File: config.mk
export PLATFORM = sky130hd
export DESIGN_NAME = sio_fifo_ctl
export DESIGN_NICKNAME = d
export VERILOG_FILES = /design/src/rtl/sio_fifo_pkg.sv /design/src/rtl/sio_byte_fifo.sv /design/src/rtl/sio_fifo_ctl_ctrl.sv /design/src/rtl/sio_fifo_ctl_dp.sv /design/src/rtl/sio_fifo_ctl.sv
export SDC_FILE = /design/constraint.sdc
export NUM_CORES = 1
export LEC_CHECK = 0
export CAP_MARGIN = 20
export CORE_MARGIN = 3
export CORE_UTILIZATION = 41
export DETAILED_ROUTE_END_ITERATION = 10
export SLEW_MARGIN = 5
export SYNTH_ARGS = -nofsm -noshare
export SYNTH_HDL_FRONTEND = slang
export SYNTH_SLANG_ARGS = --single-unit
File: constraint.sdc
create_clock -name clk -period 7.28 [get_ports clk]
set_input_delay 1.456 -clock clk [delete_from_list [all_inputs] [get_ports clk]]
set_output_delay 1.456 -clock clk [all_outputs]
set_load 0.05 [all_outputs]
File: src/rtl/sio_fifo_pkg.sv
package sio_fifo_pkg;
  // Control byte bit positions (software-visible layout)
  localparam int CFG_EN_BIT    = 0;
  localparam int CFG_RXCLR_BIT = 1;
  localparam int CFG_TXCLR_BIT = 2;
  localparam int CFG_DMA_BIT   = 3;
  localparam int CFG_TRIG_LSB  = 6;

  // Strobes from control to datapath
  typedef struct packed {
    logic clrTx;
    logic clrRx;
    logic oneByte;
  } fifo_strobe_t;
endpackage

File: src/rtl/sio_byte_fifo.sv
module sio_byte_fifo #(
  parameter int DEPTH = 16,
  parameter int WIDTH = 8
) (
  input  logic                       clk,
  input  logic                       rst_n,
  input  logic                       clr,
  input  logic                       oneByte,
  input  logic                       push,
  input  logic [WIDTH-1:0]           pushData,
  input  logic                       pop,
  output logic [WIDTH-1:0]           popData,
  output logic [$clog2(DEPTH+1)-1:0] count
);
  localparam int AW = (DEPTH > 1) ? $clog2(DEPTH) : 1;
  localparam int CW = $clog2(DEPTH+1);

  logic [WIDTH-1:0] mem [DEPTH];
  logic [AW-1:0]    wrPtr, rdPtr;
  logic [CW-1:0]    capLimit;
  logic             full, empty, pushOk, popOk;

  assign capLimit = oneByte ? CW'(1) : CW'(DEPTH);
  assign full     = (count >= capLimit);
  assign empty    = (count == '0);
  assign pushOk   = push && !full;
  assign popOk    = pop && !empty;

  function automatic logic [AW-1:0] nextPtr(input logic [AW-1:0] p);
    return (p == AW'(DEPTH-1)) ? '0 : p + AW'(1);
  endfunction

  always_ff @(posedge clk) begin
    if (pushOk && !clr) mem[wrPtr] <= pushData;
  end

  always_ff @(posedge clk or negedge rst_n) begin
    if (!rst_n) begin
      wrPtr   <= '0;
      rdPtr   <= '0;
      count   <= '0;
      popData <= '0;
    end else if (clr) begin
      wrPtr <= '0;
      rdPtr <= '0;
      count <= '0;
    end else begin
      if (pushOk) wrPtr <= nextPtr(wrPtr);
      if (popOk) begin
        popData <= mem[rdPtr];
        rdPtr   <= nextPtr(rdPtr);
      end
      count <= count + CW'(pushOk) - CW'(popOk);
    end
  end

  assert_count_cap_R8: assert property (@(posedge clk) disable iff (!rst_n)
    count <= capLimit);
  assert_clear_empties_R5: assert property (@(posedge clk) disable iff (!rst_n)
    clr |=> (count == '0));
  assert_clear_beats_push_R6: assert property (@(posedge clk) disable iff (!rst_n)
    (clr && push) |=> (count == '0));
  assert_empty_pop_holds_R9: assert property (@(posedge clk) disable iff (!rst_n)
    (pop && empty && !clr) |=> ($stable(popData) && count <= CW'(1)));
endmodule

File: src/rtl/sio_fifo_ctl_ctrl.sv
module sio_fifo_ctl_ctrl
  import sio_fifo_pkg::*;
#(
  parameter int DEPTH = 16,
  parameter int LVL0  = 1,
  parameter int LVL1  = 4,
  parameter int LVL2  = 8,
  parameter int LVL3  = 14
) (
  input  logic                       clk,
  input  logic                       rst_n,
  input  logic                       cfgWrEn,
  input  logic [7:0]                 cfgWrData,
  input  logic                       intEn,
  input  logic [$clog2(DEPTH+1)-1:0] rxCount,
  output fifo_strobe_t               strobe,
  output logic                       rxDataIrq,
  output logic                       dmaMode
);
  localparam int CW = $clog2(DEPTH+1);

  logic [1:0]    trigCode;
  logic          dmaSel, fifoEn, enToggle;
  logic [CW-1:0] trigLevel;

  assign enToggle = cfgWrEn && (cfgWrData[CFG_EN_BIT] != fifoEn);

  always_ff @(posedge clk or negedge rst_n) begin
    if (!rst_n) begin
      trigCode <= '0;
      dmaSel   <= 1'b0;
      fifoEn   <= 1'b0;
    end else if (cfgWrEn) begin
      trigCode <= cfgWrData[CFG_TRIG_LSB +: 2];
      dmaSel   <= cfgWrData[CFG_DMA_BIT];
      fifoEn   <= cfgWrData[CFG_EN_BIT];
    end
  end

  always_comb begin
    if (!fifoEn) trigLevel = CW'(1);
    else begin
      case (trigCode)
        2'd0:    trigLevel = CW'(LVL0);
        2'd1:    trigLevel = CW'(LVL1);
        2'd2:    trigLevel = CW'(LVL2);
        default: trigLevel = CW'(LVL3);
      endcase
    end
  end

  always_comb begin
    strobe.clrTx   = enToggle || (cfgWrEn && cfgWrData[CFG_TXCLR_BIT]);
    strobe.clrRx   = enToggle || (cfgWrEn && cfgWrData[CFG_RXCLR_BIT]);
    strobe.oneByte = !fifoEn;
  end

  assign rxDataIrq = intEn && (rxCount == trigLevel);
  assign dmaMode   = dmaSel && fifoEn;

  assert_irq_needs_data_R2: assert property (@(posedge clk) disable iff (!rst_n)
    rxDataIrq |-> (intEn && rxCount != '0));
  assert_dma_off_when_disabled_R7: assert property (@(posedge clk) disable iff (!rst_n)
    (cfgWrEn && !cfgWrData[CFG_EN_BIT]) |=> !dmaMode);
  assert_en_change_clears_R4: assert property (@(posedge clk) disable iff (!rst_n)
    (cfgWrEn && cfgWrData[CFG_EN_BIT] != fifoEn) |=> (rxCount == '0));
endmodule

File: src/rtl/sio_fifo_ctl_dp.sv
module sio_fifo_ctl_dp
  import sio_fifo_pkg::*;
#(
  parameter int DEPTH = 16,
  parameter int WIDTH = 8
) (
  input  logic                       clk,
  input  logic                       rst_n,
  input  fifo_strobe_t               strobe,
  input  logic                       txPush,
  input  logic [WIDTH-1:0]           txPushData,
  input  logic                       txPop,
  output logic [WIDTH-1:0]           txPopData,
  output logic [$clog2(DEPTH+1)-1:0] txCount,
  input  logic                       rxPush,
  input  logic [WIDTH-1:0]           rxPushData,
  input  logic                       rxPop,
  output logic [WIDTH-1:0]           rxPopData,
  output logic [$clog2(DEPTH+1)-1:0] rxCount
);
  sio_byte_fifo #(.DEPTH(DEPTH), .WIDTH(WIDTH)) u_txq (
    .clk(clk), .rst_n(rst_n), .clr(strobe.clrTx), .oneByte(strobe.oneByte),
    .push(txPush), .pushData(txPushData), .pop(txPop),
    .popData(txPopData), .count(txCount)
  );

  sio_byte_fifo #(.DEPTH(DEPTH), .WIDTH(WIDTH)) u_rxq (
    .clk(clk), .rst_n(rst_n), .clr(strobe.clrRx), .oneByte(strobe.oneByte),
    .push(rxPush), .pushData(rxPushData), .pop(rxPop),
    .popData(rxPopData), .count(rxCount)
  );
endmodule

File: src/rtl/sio_fifo_ctl.sv
module sio_fifo_ctl
  import sio_fifo_pkg::*;
#(
  parameter int DEPTH = 16,
  parameter int WIDTH = 8
) (
  input  logic                       clk,
  input  logic                       rst_n,
  input  logic                       cfgWrEn,
  input  logic [7:0]                 cfgWrData,
  input  logic                       intEn,
  input  logic                       txPush,
  input  logic [WIDTH-1:0]           txPushData,
  input  logic                       txPop,
  output logic [WIDTH-1:0]           txPopData,
  output logic [$clog2(DEPTH+1)-1:0] txCount,
  input  logic                       rxPush,
  input  logic [WIDTH-1:0]           rxPushData,
  input  logic                       rxPop,
  output logic [WIDTH-1:0]           rxPopData,
  output logic [$clog2(DEPTH+1)-1:0] rxCount,
  output logic                       rxDataIrq,
  output logic                       dmaMode
);
  fifo_strobe_t strobe;

  sio_fifo_ctl_ctrl #(.DEPTH(DEPTH)) u_ctrl (
    .clk(clk), .rst_n(rst_n), .cfgWrEn(cfgWrEn), .cfgWrData(cfgWrData),
    .intEn(intEn), .rxCount(rxCount), .strobe(strobe),
    .rxDataIrq(rxDataIrq), .dmaMode(dmaMode)
  );

  sio_fifo_ctl_dp #(.DEPTH(DEPTH), .WIDTH(WIDTH)) u_dp (
    .clk(clk), .rst_n(rst_n), .strobe(strobe),
    .txPush(txPush), .txPushData(txPushData), .txPop(txPop),
    .txPopData(txPopData), .txCount(txCount),
    .rxPush(rxPush), .rxPushData(rxPushData), .rxPop(rxPop),
    .rxPopData(rxPopData), .rxCount(rxCount)
  );
endmodule

==> results.cfg <==
[sta]
max_slew_margin = 0.389
drv_slew = 0
rsz0062_at_grt = false
setup_violations = 0
fmax_mhz = 216
hold_viol_final = 0
finalClockSkew_ns = 0.0135
tightest_slew_ns = 0.907
setup_tns_ns = 0
period_share = 0.634
finalWorstPathRequiredPeriod_ns = 4.62

[worst_setup_path]
crit_path_max_fanout = 1
path_class = in -> out
path_common_cell = clkdlybuf4s50_1
slowest_stage = clkdlybuf4s50_1
cp_cell_sequence = clkdlybuf4s50_1 -> nand2b_1 -> nor4_1 -> clkdlybuf4s50_1
cp_top_family = buffers and inverters
startpoint_type = input port
crit_arrival_ns = 3.16
endpoint_kind = output port
max_stage_delay_ns = 0.87
crit_required_ns = 5.82
cp.buffers_inverters = 2

[power_and_ir_drop]
p_int_w = 0.00366
clkPwrFrac = 0.296
peakVddDrop_v = 0.000232
comb_power_share = 0.302
power.density_nw_per_um2 = 358
total_leakage_power_nw = 5.12
p_sw_frac = 0.311
p_seq_frac = 0.402
p_sw_w = 0.00165

[yosys]
async_reset_ff_frac = 0.152
ys_top_cells_by_area = edfxtp_1 60%, mux4_1 9.8%, dfrtp_1 8.9%
avgSynthCellArea_um2 = 18.7
ys_types = 52
synth_most_common_cell = edfxtp_1
synth.cell_area_um2 = 12900
syn_nets = 754
synth_top_area_frac = 0.596
synth_flop_cell = edfxtp_1
ys_seq_elements = 302
synth_top_area_cell = edfxtp_1
postSynthCellCount = 690
synthTopCellsByCount = 256 x edfxtp_1, 48 x mux4_1, 46 x dfrtp_1
yosys_warnings = 0
synth_seq_area_share = 0.685
synth_edf_count = 256

[clock_network]
cts.clk_slew.worst_paths_ns = 0.06
postCtsSetupBuffers = 0
cts_made_buffers = 31
h-tree-depth = 1
cts.sinks = 302
cts-root-buf = clkbuf_16
clock_latency_ns = 0.55
tritoncts = yes
cts_resized = 0
clk_path_buf_depth = 3
ctsHoldBuffers = 0

[global_route]
antenna_found_initial = 0
grt_pass1_vias = 6779
grt_max_degree = 47
gr-usage-all-layers = 0.151
grt_pass1_wl_um = 39400
grt_overflow_total = 0

[drt]
num_vias = 6477
firstDrtPassIters = 5
via_per_inst = 5.53
drt_iter0_markers = 486
drc = 0
ant_nets = 0
wire_per_inst_um = 21.4
drt_wl_total_um = 25100

[finish]
postLayoutCellArea_um2 = 14800
nNetsFinal = 815
n_antenna_cell = 0
drive_above_1_share = 0.130
syn_to_final_growth_pct = 15.0
num-fill-cells = 2508

[die]
die_w_um = 183
start_util = 0.418
ioPinCount = 60
rows = 64
core_area_um2 = 30800
dieArea_um2 = 33600
die_height_um = 183

[place]
placed_area_um2 = 13800
numPortBuffers = 57
dpl.hpwl_um = 16100
place_congestion = 0.755

[run]
maxCapViolations = 0

[hold_path]
holdCritPathClass = reg -> reg

[run_status]
status = finished, final reports clean
## logic make-up (layout without fill, tap and decap cells)
family	Yosys count	after routing	share of synthesized area
AND/OR/NAND/NOR	101	101	0.0537
AO/OA/AOI/OAI	79	79	0.0370
XOR/XNOR	12	12	0.00815
buffers and inverters	59	145	0.0243
multiplexers	105	105	0.159
flip-flops	302	302	0.685
adder cells (fa/ha/maj)	32	32	0.0322
## power groups by stage
| stage | combinational, W | sequential, W | clock, W |
|---|---|---|---|
| after floorplan | 0.000981 | 0.00237 | 0 |
| after global placement | 0.00155 | 0.00219 | 0 |
| after detailed placement | 0.00159 | 0.00220 | 0 |
| after CTS | 0.00159 | 0.00216 | 0.00161 |
| after global routing | 0.00175 | 0.00215 | 0.00169 |
| final | 0.00161 | 0.00213 | 0.00157 |
## layout by cell type (no fill, tap or decap), types with 6 or more instances in the layout
cell,n
mux4_1,48
ha_1,30
nand2_1,11
nand3_1,10
o22ai_1,17
xor2_1,6
edfxtp_1,256
xnor2_1,6
clkbuf_16,31
mux4_2,16
o21ai_0,13
inv_1,24
clkbuf_8,9
mux2i_1,22
clkdlybuf4s50_1,56
dfrtp_1,45
a21oi_1,28
and4bb_2,6
nor2_1,15
clkbuf_1,9
mux2_2,19
and4_1,8
and3_1,9
and4b_1,8
## worst register-to-register path: cells and delay by family, from the launching register on
kind            cells  cell delay [ns]
fa+ha+maj           4             1.15
xor+xnor            1             0.16
buf+inv             3             0.28
compound gates      3             0.90
flops               1             0.46
simple gates        3             0.41
## final cells by class
cell class / instances / area (um^2) / share of cell area
Multi-Input combinational cell: 329 / 3740 / 0.253
Tap cell: 396 / 495 / 0.0334
Inverter: 24 / 90.1 / 0.00608
Timing Repair Buffer: 63 / 623 / 0.0420
Clock inverter: 9 / 97.6 / 0.00658
Sequential cell: 302 / 8840 / 0.596
Clock buffer: 49 / 933 / 0.0630
## per-stage QoR
| stage | std cells | total power (W) | setup WS [ns] | hold slack, ns | util |
|---|---|---|---|---|---|
| after floorplan | 690 | 0.00335 | 2.77 | 0.473 | - |
| after global placement | 1113 | 0.00374 | 2.66 | 0.484 | 0.447 |
| after detailed placement | 1113 | 0.00378 | 2.68 | 0.491 | 0.447 |
| after CTS | 1171 | 0.00536 | 2.67 | 0.505 | 0.480 |
| after global routing | 1172 | 0.00559 | 2.55 | 0.524 | 0.481 |
| final | 1172 | 0.00531 | 2.66 | 0.502 | 0.481 |
## per-layer routing
metal | wire length, um | up-vias | GRT usage | share of wire
li1 | - | 2938 | - | -
met1 | 11400 | 3369 | 0.213 | 0.45
met5 | 0 | - | 0 | 0
met4 | 320 | 0 | 0.0305 | 0.013
met3 | 1070 | 26 | 0.0242 | 0.043
met2 | 12300 | 144 | 0.254 | 0.49
## state kept, by name, indices dropped and copies added, names as in the netlist
signal and count:
u_ctrl.dmaSel 1, u_ctrl.fifoEn 1, u_ctrl.trigCode 2, u_dp.u_rxq.count 5, u_dp.u_rxq.mem 128, u_dp.u_rxq.popData 8
u_dp.u_rxq.rdPtr 4, u_dp.u_rxq.wrPtr 4, u_dp.u_txq.count 5, u_dp.u_txq.mem 128, u_dp.u_txq.popData 8, u_dp.u_txq.rdPtr 4
u_dp.u_txq.wrPtr 4
## path summary, 6_finish.rpt
kind,from,to,slack (ns),cells past startpoint
max,intEn,rxDataIrq,2.66,4
min,u_ctrl.dmaSel,u_ctrl.dmaSel,0.50,1
max reg2reg,u_ctrl.fifoEn,u_dp.u_rxq.count[4],3.79,14
min reg2reg,u_ctrl.dmaSel,u_ctrl.dmaSel,0.50,1
max in group asynchronous,rst_n,u_dp.u_txq.popData[0],5.75,2
min in group asynchronous,rst_n,u_dp.u_rxq.popData[5],1.00,2
(Power assumes the default switching activity.)
